File: src/rtl/lmfc_sysref_gen.sv
module lmfc_sysref_gen #(
  parameter int OCT_W = 8,
  parameter int KF_W  = 8,
  parameter int F_RST = 2,
  parameter int K_RST = 32,
  localparam int DW    = OCT_W + KF_W,
  localparam int CNT_W = DW - 2
) (
  input  logic             clk,
  input  logic             rst_n,
  input  logic             reg_wr,
  input  logic             reg_addr,
  input  logic [DW-1:0]    reg_wdata,
  output logic [DW-1:0]    reg_rdata,
  input  logic             sysref_in,
  output logic             sysref_out,
  output logic             lmfc_tick,
  output logic [CNT_W-1:0] lmfc_count
);

  logic [OCT_W-1:0] f_q;
  logic [KF_W-1:0]  k_q;
  logic             cont_q, gen_en_q, armed_q, err_q, seen_q, sref_q;
  logic [CNT_W-1:0] lmfc_q, gen_q;

  wire [DW-1:0]    fk_cur  = DW'(f_q) * DW'(k_q);
  wire [DW-1:0]    fk_new  = DW'(reg_wdata[OCT_W-1:0]) * DW'(reg_wdata[DW-1:OCT_W]);
  wire             cfg_ok  = (fk_new[1:0] == 2'b00) && (fk_new != '0);
  wire [CNT_W-1:0] last    = fk_cur[DW-1:2] - CNT_W'(1);
  wire             rise    = sysref_in & ~sref_q;
  wire             take    = rise & (cont_q | armed_q);
  wire             cfg_wr  = reg_wr & ~reg_addr;
  wire             ctl_wr  = reg_wr & reg_addr;
  wire             unused_ok = &{1'b0, reg_wdata[DW-1:5]};

  assign sysref_out = gen_en_q && (gen_q == '0);
  assign lmfc_tick  = (lmfc_q == '0);
  assign lmfc_count = lmfc_q;
  assign reg_rdata  = reg_addr ? {{(DW-5){1'b0}}, seen_q, err_q, armed_q, gen_en_q, cont_q}
                               : {k_q, f_q};

  always_ff @(posedge clk) begin
    if (!rst_n) begin
      f_q      <= OCT_W'(F_RST);
      k_q      <= KF_W'(K_RST);
      cont_q   <= 1'b0;
      gen_en_q <= 1'b0;
      armed_q  <= 1'b1;
      err_q    <= 1'b0;
      seen_q   <= 1'b0;
      sref_q   <= 1'b0;
      lmfc_q   <= '0;
      gen_q    <= '0;
    end else begin
      sref_q <= sysref_in;

      if (take || lmfc_q >= last) lmfc_q <= '0;
      else                        lmfc_q <= lmfc_q + CNT_W'(1);

      if (!gen_en_q || gen_q >= last) gen_q <= '0;
      else                            gen_q <= gen_q + CNT_W'(1);

      if (rise) seen_q  <= 1'b1;
      if (take) armed_q <= 1'b0;

      if (cfg_wr) begin
        err_q <= !cfg_ok;
        if (cfg_ok) begin
          f_q <= reg_wdata[OCT_W-1:0];
          k_q <= reg_wdata[DW-1:OCT_W];
        end
      end
      if (ctl_wr) begin
        cont_q   <= reg_wdata[0];
        gen_en_q <= reg_wdata[1];
        if (reg_wdata[2]) armed_q <= 1'b1;
        if (reg_wdata[4]) seen_q  <= 1'b0;
      end
    end
  end

  a_r2_one_cycle_pulse: assert property (@(posedge clk) disable iff (!rst_n)
    (sysref_out && last != '0) |=> !sysref_out);

  a_r6_edge_realigns: assert property (@(posedge clk) disable iff (!rst_n)
    ($rose(sysref_in) && (cont_q || armed_q)) |=> (lmfc_tick && lmfc_count == '0));

  a_r8_rearm_by_write: assert property (@(posedge clk) disable iff (!rst_n)
    $rose(armed_q) |-> $past(reg_wr && reg_addr && reg_wdata[2]));

  a_r4_bad_cfg_kept: assert property (@(posedge clk) disable iff (!rst_n)
    (cfg_wr && !cfg_ok) |=> ($stable(f_q) && $stable(k_q) && err_q));

  a_r3_quiet_when_off: assert property (@(posedge clk) disable iff (!rst_n)
    !gen_en_q |-> !sysref_out);

endmodule

File: config.mk
export PLATFORM = sky130hd
export DESIGN_NAME = lmfc_sysref_gen
export DESIGN_NICKNAME = d
export VERILOG_FILES = /design/src/rtl/lmfc_sysref_gen.sv
export SDC_FILE = /design/constraint.sdc
export NUM_CORES = 1
export LEC_CHECK = 0
export BUFFER_PORTS_ARGS = -buffer_cell sky130_fd_sc_hd__clkbuf_2
export CORE_ASPECT_RATIO = 1.25
export CORE_UTILIZATION = 45
export CTS_BUF_LIST = sky130_fd_sc_hd__clkbuf_8
export DETAILED_ROUTE_END_ITERATION = 10
export PLACE_DENSITY = 0.62
export SLEW_MARGIN = 30
export SYNTH_ARGS = -nofsm -noshare
export SYNTH_HDL_FRONTEND = slang
export SYNTH_SLANG_ARGS = --single-unit
File: constraint.sdc
create_clock -name clk -period 20.5 [get_ports clk]
set_clock_uncertainty 0.05 [all_clocks]
set_input_delay 5.125 -clock clk [delete_from_list [all_inputs] [get_ports clk]]
set_output_delay 5.125 -clock clk [all_outputs]
set_load 0.01 [all_outputs]
Word level (Yosys, flattened, before mapping)
Cells that the tools add are included.

storage, ports and cells
  register bits after elaboration = 50
  bits in latches = 0
  RAM bits = 0
  bits in read-only memories = 0
  output and inout bits = 32
  memories kept = 0

cells by class
  $add $sub $neg = 3
  $mul = 2
  div/mod/pow operators = 0
  magnitude comparators = 2
  equal/unequal tests = 0
  shift operators = 0
  muxes and demuxes = 7
  bitwise logic cells = 8
  reductions and logical operators = 13

operators with widths
  operator                                                               number
  8-bit by 8-bit multiplier with 16-bit output                           2
  14-bit by 1-bit adder with 14-bit output (second input constant)       2
  14-bit greater-or-equal comparator                                     2
  14-bit zero test                                                       2
  16-bit 2-to-1 mux                                                      1
  16-bit nonzero test                                                    1
  14-bit by 1-bit subtractor with 14-bit output (second input constant)  1
  1-bit 2-to-1 mux                                                       6
  1-bit bitwise AND                                                      4
  2-bit OR reduction                                                     2
  1-bit inverter                                                         3
  1-bit logical AND                                                      2
  1-bit zero test                                                        2
  2-bit zero test                                                        1
  1-bit logical OR                                                       2
  2-bit AND reduction                                                    1
  1-bit OR                                                               1

Depth between registers and ports, before layout
Gate-level depths: netlist of run 1.

  depth in word-level cells = 6
  mapped depth = 28

Least setup slack after synthesis of run 1
Ideal clock, no wire load.

  kind = input port to output port
  start point = input port reg_addr
  end point = output port reg_rdata[0]
  data arrival time = 5798 ps
  data required time = 15325 ps
  slack = 9527 ps
  stages on the path = 2
  buffers on the path = 1
  cells stage by stage = buf_1 -> mux2_2

between the ends
  cells in the longest elaborated chain, start to end = 1

ends and longest elaborated chain
  item               line  text
  from (decl)        12    input logic reg_addr,
  16-bit 2-to-1 mux  39    assign reg_rdata = reg_addr ? {{(DW-5){1'b0}}, seen_q, err_q, armed_q, gen_en_q, cont_q}
  to (decl)          14    output logic [DW-1:0] reg_rdata,

Every way passes these cells.

Final worst setup path of run 1
  start point = input port reg_addr
  end point = output port reg_rdata[2]

The elaborated chain is that of the path after synthesis.

==> metrics.md, run 1 <==
| Metric | Value |
|---|---|
| Routed WL | `around 17,000 um` |
| Largest net degree at the start of global routing | `27` |
| Crit share post-route | `0.5492` |
| WL met2 | `8912 um` |
| Worst VDD drop | `between 0.07 and 0.08 mV` |
| Initial antenna violation count | `0` |
| CP required | `~15 ns` |
| Gr usage total | `0.2089` |
| CTS Buf Count | `5` |
| Post-synthesis mux area share | `0.03439` |
| Simple-gate share of the synthesized area | `0.2756` |
| Antenna Violating Nets Remaining | `0` |
| Clk_lat worst skew | `about 0.31 ns` |
| Final Hold Fails | `0` |
| Syn_area_per_cell | `approximately 9 sq um` |
| I/O Buffers | `52` |
| Die width | `between 100 and 150 um` |
| Die Y | `around 150 um` |
| Post-route setup TNS | `0 ns` |
| Synth Area in Adders | `0.3541` |
| Achievable frequency | `about 90 MHz` |
| Synth Warn # | `0` |
| Post-DP HPWL | `around 14,000 um` |
| First-pass detailed-route iteration total | `4` |
| Row count | `52` |
| Vias | `5,950` |
| Fin. max-slew vios | `0` |
| PD cells | `48.65 nW/um^2` |
| Headroom to the max-slew limit | `0.5307` |
| Post-layout util | `0.5027` |
| CTS tree | `built` |
| Worst hold path depth | `2` |
| Io pins | `53` |
| DRC | `0` |
| Worst-path cell chain | `clkbuf_2 -> mux2_2 -> clkbuf_2` |
| Synth Flop Type | `dfxtp_1` |
| XOR/XNOR share of the synthesized area | `0.06089` |
| Reg2Reg Depth | `22` |
| Cells after Synth | `around 850` |
| Fillers | `approximately 1,600` |
| Clock power frac | `0.178` |
| Internal Power | `about 230 uW` |
| Crit path capture type | `output port` |
| Synthesized flop and latch total | `50` |
| Multi-input logic area | `6168 sq um` |
| Synth Area in Compound Gates | `0.08145` |
| Layout overhead on the synthesized area | `7.964%` |
| Sequential Power Share | `0.264` |
| Initial Util | `0.4656` |
| Setup violators final | `0` |
| Post-synth EDFFs | `0` |
| Clk buf depth | `2` |
| Type of the worst min-delay path | `flop to flop` |
| CTS Root Cell | `clkbuf_8` |
| Outcome | `finished clean` |
| Post-CTS Resized | `0` |
| Logic pwr share | `0.558` |
| FFs w/ async S/R, synth | `0` |
| Worst endpoint data arrival time | `slightly above 6 ns` |
| Main combinational cell family by area after synthesis | `adder cells` |
| CP peak stage delay | `between 0.4 and 0.5 ns` |
| Core ar. | `~16,000 sq um` |
| Vias in the first global route | `~6,000` |
| Worst slew pin tran | `0.7017 ns` |
| Initial DRC Count | `218` |
| Nets | `1,084` |
| Layout cells sized above 1 | `0.1145` |
| GRT overflow | `0` |
| Hold Buf Count CTS | `0` |
| Synthesized netlist net count | `about 1,000` |
| Sequential area share after synthesis | `0.1316` |
| WL/cell | `approximately 15 um` |
| Vias per cell | `roughly 5.4` |
| Post-CTS Setup Inserts | `0` |
| First-pass GRT wire length | `about 29,000 um` |
| ANT cells | `0` |
| DR top layer | `met4` |
| Clock Sinks | `50` |
| CP Max Fanout | `22` |
| Startpoint Class | `input port` |
| Area after DPL | `8102 sq um` |
| Switch Pwr | `roughly 170 uW` |
| Routed met3 length | `around 260 um` |
| CTS clk-pin slew, worst paths | `0.08 ns` |
| Most used cell, CP | `clkbuf_2` |
| Max capacitance violation total | `0` |
| Netlist cell types | `65` |
| Cell area after synthesis | `7604 sq um` |
| Min Tclk post-route | `11.26 ns` |
| Final Power | `about 400 uW` |
| H-tree Lvls | `2` |
| Net Sw Frac | `0.4289` |
| Post-Layout Inst Area | `between 8000 and 9000 sq um` |
| Met1 WL | `roughly 7600 um` |
| Routability cong. | `0.8056` |
| Slowest CP cell | `clkbuf_2` |
| Sequential Area | `1001 sq um` |
| RSZ-0062 raised after global routing | `false` |
| Critical path type | `input port to output port` |
| DIE AREA | `17,420 sq um` |
| Leakage power | `between 4 and 5 nW` |
-- state kept, by name, indices dropped and copies added, names as in the netlist --
signal      flops
sref_q          1
f_q             8
err_q           1
gen_en_q        1
gen_q          14
seen_q          1
armed_q         1
cont_q          1
k_q             8
lmfc_count     14
-- per-stage QoR --
step	hold WS, ns	worst slack (ns)	instances
after CTS	0.4156	9.243	1107
after global placement	0.4017	9.260	1099
after detailed placement	0.3985	9.249	1100
after floorplan	0.3677	9.527	849
final	0.4193	9.242	1107
after global routing	0.4287	9.196	1107
-- layout by cell type, fill, tap and decap left out, drive strengths merged, types with 3 or more instances in the layout --
master	instances
and2	112
inv	101
ha	100
fa	72
clkbuf	57
nand2	51
dfxtp	50
nor2	31
xor2	31
nor2b	28
nand3	27
nor4b	25
xnor2	21
o21ai	21
a21oi	17
mux2i	16
nor3	13
mux2	9
and3	9
o21a	8
nand2b	8
nor4	8
nand4	6
or3	5
a31oi	5
or4	5
a21o	4
o211ai	4
o21bai	4
a2111oi	3
o31ai	3
a21boi	3
-- final cells by class --
cell class,count,area share
Clock inverter,2,0.004725
Clock buffer,5,0.008383
Tap cell,216,0.03292
Inverter,101,0.04618
Timing Repair Buffer,54,0.03445
Sequential cell,50,0.1219
Multi-Input combinational cell,679,0.7514
-- power by group through the flow --
stage               clock [mW]  combinational [mW]  sequential [mW]
floorplan                    0               0.168            0.105
global placement             0               0.222            0.108
detailed placement           0               0.224            0.108
CTS                     0.0736               0.225            0.105
global route            0.0775               0.256            0.106
finish                  0.0711               0.223            0.105
-- worst paths after layout --
check / startpoint / end / slack, ns
worst max-delay path: reg_addr / reg_rdata[2] / 9.24
worst min register to register: seen_q$_SDFF_PN0_ / seen_q$_SDFF_PN0_ / 0.42
worst min-delay path: seen_q$_SDFF_PN0_ / seen_q$_SDFF_PN0_ / 0.42
worst max register to register: k_q[7]$_SDFFE_PN0P_ / gen_q[2]$_SDFF_PP0_ / 13.72
-- routing by layer --
metal / GRT usage / vias up
met3: 0.01592 / 17
met5: 0 / -
li1: - / 2942
met2: 0.3856 / 64
met4: 0.05192 / 0
met1: 0.2613 / 2927
-- Yosys cell counts (6+ instances only) --
library cell / count / area [sq um]
and2_1: 112 / 700.7
inv_1: 101 / 379.1
ha_1: 100 / 1251
fa_1: 72 / 1441
nand2_1: 51 / 191.4
dfxtp_1: 50 / 1001
nor2_1: 31 / 116.4
xor2_1: 30 / 262.8
nor2b_1: 28 / 175.2
nand3_1: 27 / 135.1
xnor2_1: 21 / 183.9
nor4b_2: 20 / 300.3
a21oi_1: 17 / 85.08
mux2i_1: 16 / 160.2
clkbuf_1: 14 / 52.55
nor3_1: 13 / 65.06
o21ai_0: 11 / 55.05
and3_1: 9 / 56.30
mux2_2: 9 / 101.4
o21ai_1: 9 / 45.04
nand2b_1: 8 / 50.05
o21a_1: 8 / 60.06
nand4_1: 6 / 37.54
nor4_1: 6 / 37.54
-- cell families (layout without fill, tap and decap cells) --
| logic type | count (synthesis) | in the layout |
|---|---|---|
| flops | 50 | 50 |
| fa+ha+maj | 172 | 172 |
| xor+xnor | 52 | 52 |
| mux | 25 | 25 |
| compound gates | 92 | 92 |
| buf+inv | 120 | 162 |
| simple gates | 338 | 338 |
-- critical path: cells and delay by family --
kind / cells / cell delay (ns)
multiplexers: 1 / 0.40
buffers and inverters: 2 / 0.55
(Power assumes the default switching activity.)
==> run 2, diff against run 1 <==
Settings changed: PLACE_DENSITY 0.62 to 0.65.
Clock period 20.5 ns to 10.05 ns, I/O delays scaled along.
==> metrics.md, run 2 (synthesis results as in run 1) <==
| Metric | Value |
|---|---|
| Outcome | `finished clean` |
| CP Max Fanout | `11 (-50%)` |
| DRC | `0 (unchanged)` |
| CTS Buf Count | `5 (unchanged)` |
| I/O Buffers | `52 (unchanged)` |
| Layout cells sized above 1 | `0.1155 (+0.0009927)` |
| CP required | `10.19 ns (-5.14 ns)` |
| Most frequent cells in the layout | `112 x and2_1, 101 x inv_1, 100 x ha_1` |
| Clock power frac | `0.190 (+0.012)` |
| Min Tclk post-route | `between 7 and 8 ns` |
| Antenna Violating Nets Remaining | `0 (unchanged)` |
| PD cells | `99.56 nW/um^2 (+100%)` |
| Vias per cell | `5.383 (+0.14%)` |
| Leakage power | `4.070 nW (+0.15%)` |
| Clk buf depth | `2 (unchanged)` |
| Worst setup margin | `2.307 ns (-6.935 ns)` |
| Vias in the first global route | `6,103 (+1.7%)` |
| Logic pwr share | `0.548 (-0.010)` |
| Max capacitance violation total | `0 (unchanged)` |
| Post-CTS Setup Inserts | `0 (unchanged)` |
| Io pins | `53 (unchanged)` |
| Net Sw Frac | `0.4243 (-0.004624)` |
| Post-CTS Resized | `0 (unchanged)` |
| Switch Pwr | `347.2 uW (+100%)` |
| Initial antenna violation count | `0 (unchanged)` |
| Layout overhead on the synthesized area | `8.096%` |
| Fin cells | `1,108 (+0.090%)` |
| Nets | `1,084 (unchanged)` |
| Routability cong. | `0.8275 (+2.7%)` |
| Row count | `52 (unchanged)` |
| Startpoint Class | `input port` |
| Clock Sinks | `50 (unchanged)` |
| GRT overflow | `0 (unchanged)` |
| Vias | `5,964 (+0.24%)` |
| Worst reg2reg startpoint | `f_q[0]$_SDFFE_PN0P_` |
| CTS Root Cell | `clkbuf_8` |
| ANT cells | `0 (unchanged)` |
| Post-DP HPWL | `13,880 um (+1.4%)` |
| Initial DRC Count | `276 (+27%)` |
| Crit share post-route | `0.7704` |
| Worst endpoint data arrival time | `7.89 ns (+1.81 ns)` |
| First-pass GRT wire length | `29,350 um (-0.28%)` |
| H-tree Lvls | `2 (unchanged)` |
| Gr usage total | `0.2085 (-0.0004516)` |
| Worst hold margin | `0.4050 ns (-0.01427 ns)` |
| Post-place setup slack | `2.005 ns (-7.244 ns)` |
| Fin. max-slew vios | `0 (unchanged)` |
| Leading cell type in the layout, fill and taps excluded | `and2_1` |
| Dpl cells | `1,100 (unchanged)` |
| Setup violators final | `0 (unchanged)` |
| First-pass detailed-route iteration total | `5 (+1)` |
| Core ar. | `16,330 sq um (unchanged)` |
| Worst slew pin tran | `0.7027 ns (+0.001017 ns)` |
| Achievable frequency | `about 130 MHz` |
| Final Hold Fails | `0 (unchanged)` |
| Die width | `118.3 um (unchanged)` |
| Final Power | `818.3 uW (+100%)` |
| Critical path type | `input port to flop` |
| RSZ-0062 raised after global routing | `false` |
| Hold Path Origin | `seen_q$_SDFF_PN0_` |
| Routed WL | `17,120 um (+0.25%)` |
| DIE AREA | `17,420 sq um (unchanged)` |
| Largest net degree at the start of global routing | `27 (unchanged)` |
| Type of the worst min-delay path | `flop to flop` |
| Sequential Power Share | `0.262 (-0.002)` |
| Initial Util | `0.4656 (unchanged)` |
| Clk_lat worst skew | `0.32 ns (about the same)` |
| Crit path capture type | `flop` |
| Fillers | `1,596 (+0.19%)` |
| CTS clk-pin slew, worst paths | `0.09 ns (about the same)` |
| Hold Buf Count CTS | `0 (unchanged)` |
| Origin of the worst setup path | `reg_wdata[1]` |
| Headroom to the max-slew limit | `0.5256 (-0.005105)` |
| Worst VDD drop | `0.1275 mV (+79%)` |
| WL/cell | `15.45 um (+0.16%)` |
| Die Y | `147.3 um (unchanged)` |
| CTS tree | `built` |
| Internal Power | `471.1 uW (+110%)` |
| Post-route setup TNS | `0 ns (unchanged)` |
run 2: cell count changes in the layout (fill, tap and decap cells not counted):
cell      delta
buf_8        -1
buf_6        +1
inv_6        +1
clkbuf_8     +1
clkinv_4     -1
run 2: through the flow:
stage	utilization	cell area, sq um
after global routing	0.5033	8219
final	0.5033	8219
after global placement	0.4944	8074
after CTS	0.5033	8219
after floorplan	-	7604
after detailed placement	0.4959	8098
run 2: power by group through the flow:
stage               logic, mW  registers, mW  clock network [mW]
detailed placement      0.450          0.219                   0
global route            0.514          0.215               0.166
finish                  0.449          0.214               0.155
global placement        0.448          0.219                   0
floorplan               0.343          0.213                   0
CTS                     0.453          0.214               0.159
run 2: path summary, 6_finish.rpt:
path | to | slack [ns] | depth (start not counted)
worst max register to register | gen_q[2]$_SDFF_PP0_ | 3.13 | 22
worst max-delay path | k_q[5]$_SDFFE_PN1P_ | 2.31 | 18
worst min register to register | seen_q$_SDFF_PN0_ | 0.41 | 2
worst min-delay path | seen_q$_SDFF_PN0_ | 0.41 | 2
run 2: metal layers:
layer | global-route usage | wire [um] | vias to the layer above
met5 | 0 | 0 | -
met4 | 0.05833 | 304 | 0
met3 | 0.01980 | 366 | 18
met2 | 0.3959 | 9111 | 78
met1 | 0.2465 | 7343 | 2918
li1 | - | - | 2950
run 2: final cells by class:
class                   instances  area (sq um)  area share
repair buffers                 54         279.0     0.03395
clock buffers                   6         82.58     0.01005
well taps                     216         270.3     0.03288
flip-flops and latches         50          1001      0.1218
multi-input cells             679          6168      0.7505
clock inverters                 2         38.79    0.004719
inverters                     101         379.1     0.04613
run 2: worst max-delay path, stage by stage:
cell and delay, ns:
clkbuf_2 0.17, and2_1 0.19, fa_1 0.55, inv_1 0.06, fa_1 0.51, fa_1 0.52
fa_1 0.54, inv_1 0.04, ha_1 0.37, o21ai_1 0.10, or3_1 0.37, o21ai_0 0.25
xor2_1 0.11, or4_1 0.54, o31ai_4 0.53, buf_6 0.26, mux2i_1 0.19, nand2_1 0.06
==> run 3, diff against run 2 <==
Settings changed: ABC_AREA set to 1.
Clock period 10.05 ns to 6.3 ns, I/O delays scaled along.
==> metrics.md, run 3 <==
| Metric | Value |
|---|---|
| Outcome | `finished clean` |
| Post-Layout Inst Area | `8513 sq um (+3.6%)` |
| Worst slew pin tran | `0.4861 ns (-0.2167 ns)` |
| CTS Root Cell | `clkbuf_8` |
| Met1 WL | `6940 um (-5.5%)` |
| Initial DRC Count | `186 (-33%)` |
| Layout overhead on the synthesized area | `7.268%` |
| Die width | `120.8 um (+2.1%)` |
| Layout cells sized above 1 | `0.1229 (+0.007396)` |
| Clk_lat worst skew | `0.31 ns (about the same)` |
| Hold Buf Count CTS | `0 (unchanged)` |
| CTS Buf Count | `5 (unchanged)` |
| Netlist cell types | `36 (-45%)` |
| PD cells | `162.8 nW/um^2 (+64%)` |
| WL/cell | `12.31 um (-20%)` |
| Final Hold Fails | `0 (unchanged)` |
| Cell area after synthesis | `7936 sq um (+4.4%)` |
| Io pins | `53 (unchanged)` |
| Main combinational cell family by area after synthesis | `adder cells` |
| Die Y | `150.5 um (+2.1%)` |
| FFs w/ async S/R, synth | `0 (unchanged)` |
| Post-synth top area share | `0.1816 (-0.007950)` |
| Synth Area in Adders | `0.3393 (-0.01485)` |
| Nets | `1,364 (+26%)` |
| Min Tclk post-route | `5.847 ns` |
| Worst endpoint data arrival time | `6.06 ns (-1.83 ns)` |
| Synthesized netlist net count | `1,329 (+28%)` |
| CP Max Fanout | `14 (+3)` |
| Cells after Synth | `1,136 (+34%)` |
| Vias | `6,492 (+8.9%)` |
| Achievable frequency | `between 150 and 200 MHz` |
| CTS clk-pin slew, worst paths | `0.11 ns (+0.02 ns)` |
| Headroom to the max-slew limit | `0.6760 (+0.1504)` |
| Leakage power | `5.262 nW (+29%)` |
| DRC | `0 (unchanged)` |
| Setup violators final | `0 (unchanged)` |
| Critical path type | `flop to flop` |
| XOR/XNOR share of the synthesized area | `0.05171 (-0.009175)` |
| CP peak stage delay | `0.53 ns (-0.02 ns)` |
| Sequential area share after synthesis | `0.1261 (-0.005521)` |
| Most frequent cells after synthesis | `291 x inv_1, 274 x nand2_1, 100 x ha_1` |
| Simple-gate share of the synthesized area | `0.2824 (+0.006729)` |
| Largest net degree at the start of global routing | `32 (+19%)` |
| Crit share post-route | `0.9281` |
| Antenna Violating Nets Remaining | `0 (unchanged)` |
| Clock Sinks | `50 (unchanged)` |
| Clk buf depth | `2 (unchanged)` |
| Core ar. | `17,040 sq um (+4.4%)` |
| WL met2 | `9349 um (+2.6%)` |
| DR top layer | `met4` |
| Slowest CP cell | `fa_1` |
| First-pass detailed-route iteration total | `4 (-1)` |
| Gr usage total | `0.2000 (-0.008501)` |
| Routability cong. | `0.8320 (+0.54%)` |
| Area after DPL | `8414 sq um (+3.9%)` |
| Max capacitance violation total | `0 (unchanged)` |
| Crit path capture type | `flop` |
| Syn_area_per_cell | `6.986 sq um (-22%)` |
| I/O Buffers | `52 (unchanged)` |
| Vias in the first global route | `6,362 (+4.2%)` |
| Worst VDD drop | `0.2027 mV (+59%)` |
| CP required | `6.51 ns (-3.68 ns)` |
| Vias per cell | `4.664 (-13%)` |
| ANT cells | `0 (unchanged)` |
| Most frequent cells in the layout | `291 x inv_1, 274 x nand2_1, 100 x ha_1` |
| Synth Area in Compound Gates | `0.03563 (-0.04582)` |
| Type of the worst min-delay path | `flop to flop` |
| Leading cell type in the layout, fill and taps excluded | `inv_1` |
| Top-count cell post-synth | `inv_1` |
| Most used cell, CP | `nand2_1` |
| Synthesized flop and latch total | `50 (unchanged)` |
| RSZ-0062 raised after global routing | `false` |
| DIE AREA | `18,170 sq um (+4.3%)` |
| Fin. max-slew vios | `0 (unchanged)` |
| Post-CTS Setup Inserts | `0 (unchanged)` |
| R2r setup slk | `0.45 ns (-2.68 ns)` |
| Startpoint Class | `flop` |
| Area contributors post-synth | `fa_1 18%, ha_1 16%, inv_1 14%` |
| Synth Flop Type | `dfxtp_1` |
| First-pass GRT wire length | `28,950 um (-1.4%)` |
| GRT overflow | `0 (unchanged)` |
| Routed WL | `17,140 um (about the same)` |
| CTS tree | `built` |
| Row count | `53 (+1.9%)` |
| Post-DP HPWL | `14,870 um (+7.1%)` |
| Post-synth EDFFs | `0 (unchanged)` |
| Synth Warn # | `0 (unchanged)` |
| Post-synthesis mux area share | `0.001419 (-0.03297)` |
| Yosys top cell by area | `fa_1` |
| Initial Util | `0.4657 (about the same)` |
| Post-route setup TNS | `0 ns (unchanged)` |
| H-tree Lvls | `2 (unchanged)` |
| Post-CTS Resized | `0 (unchanged)` |
| Routed met3 length | `351 um (-4.1%)` |
| Initial antenna violation count | `0 (unchanged)` |
-- run 3: cell types whose count changed in the layout (fill, tap and decap cells not counted), moves of 20 or more --
cell / change
and2_1: -112
inv_1: +190
nand2_1: +223
nand2_2: +21
nor2_1: +51
nor2_4: +22
nor2b_1: -28
nor4b_2: -20
-- run 3: final timing paths --
path	from	end	cells past startpoint
worst max-delay path	k_q[4]$_SDFFE_PN0P_	lmfc_count[1]$_SDFF_PP0_	34
worst max register to register	k_q[4]$_SDFFE_PN0P_	lmfc_count[1]$_SDFF_PP0_	34
worst min-delay path	gen_q[0]$_SDFF_PP0_	gen_q[0]$_SDFF_PP0_	1
worst min register to register	gen_q[0]$_SDFF_PP0_	gen_q[0]$_SDFF_PP0_	1
-- run 3: cell type report --
cell class	instances	area (sq um)
clock buffer	6	82.58
clock inverter	2	16.27
fill	1746	8529
inverter	297	1115
multi-input combinational	750	5638
sequential	50	1001
tap	220	275.3
timing repair buffer	67	385.4
-- run 3: metrics by stage --
stage	hold slack [ns]	std cells	setup WS, ns	total power [mW]	utilization
after floorplan	0.3673	1136	0.4449	1.001	-
after detailed placement	0.3896	1384	0.1558	1.188	0.4937
final	0.4031	1392	0.4529	1.386	0.4995
after global routing	0.4248	1392	0.007556	1.530	0.4995
after CTS	0.4143	1392	0.4247	1.403	0.4995
after global placement	0.3818	1384	0.2442	1.176	0.4937
-- run 3: metal layers --
| metal | vias to the layer above | GRT usage |
|---|---|---|
| li1 | 3412 | - |
| met1 | 2962 | 0.2142 |
| met2 | 92 | 0.4003 |
| met3 | 26 | 0.01591 |
| met4 | 0 | 0.07593 |
| met5 | - | 0 |
-- run 3: power breakdown --
group	internal, mW	leakage [nW]	switching [mW]	total (mW)
clock network	0.0907	0.0478	0.118	0.208
registers	0.327	0.407	0.0156	0.342
logic	0.322	4.81	0.513	0.835
-- run 3: critical path: cells and delay by family, from the launching register on --
kind                       cells  cell delay (ns)
adders and majority gates      6             2.71
buffers and inverters          8             0.47
DFF                            1             0.43
AOI/OAI and AO/OA              1             0.17
and+or+nand+nor               18             1.80
xor gates and xnor gates       1             0.17
-- run 3: cells by family after synthesis --
family | after synthesis
mux | 1
simple gates | 483
xor+xnor | 46
compound gates | 48
flops | 50
buf+inv | 336
fa+ha+maj | 172
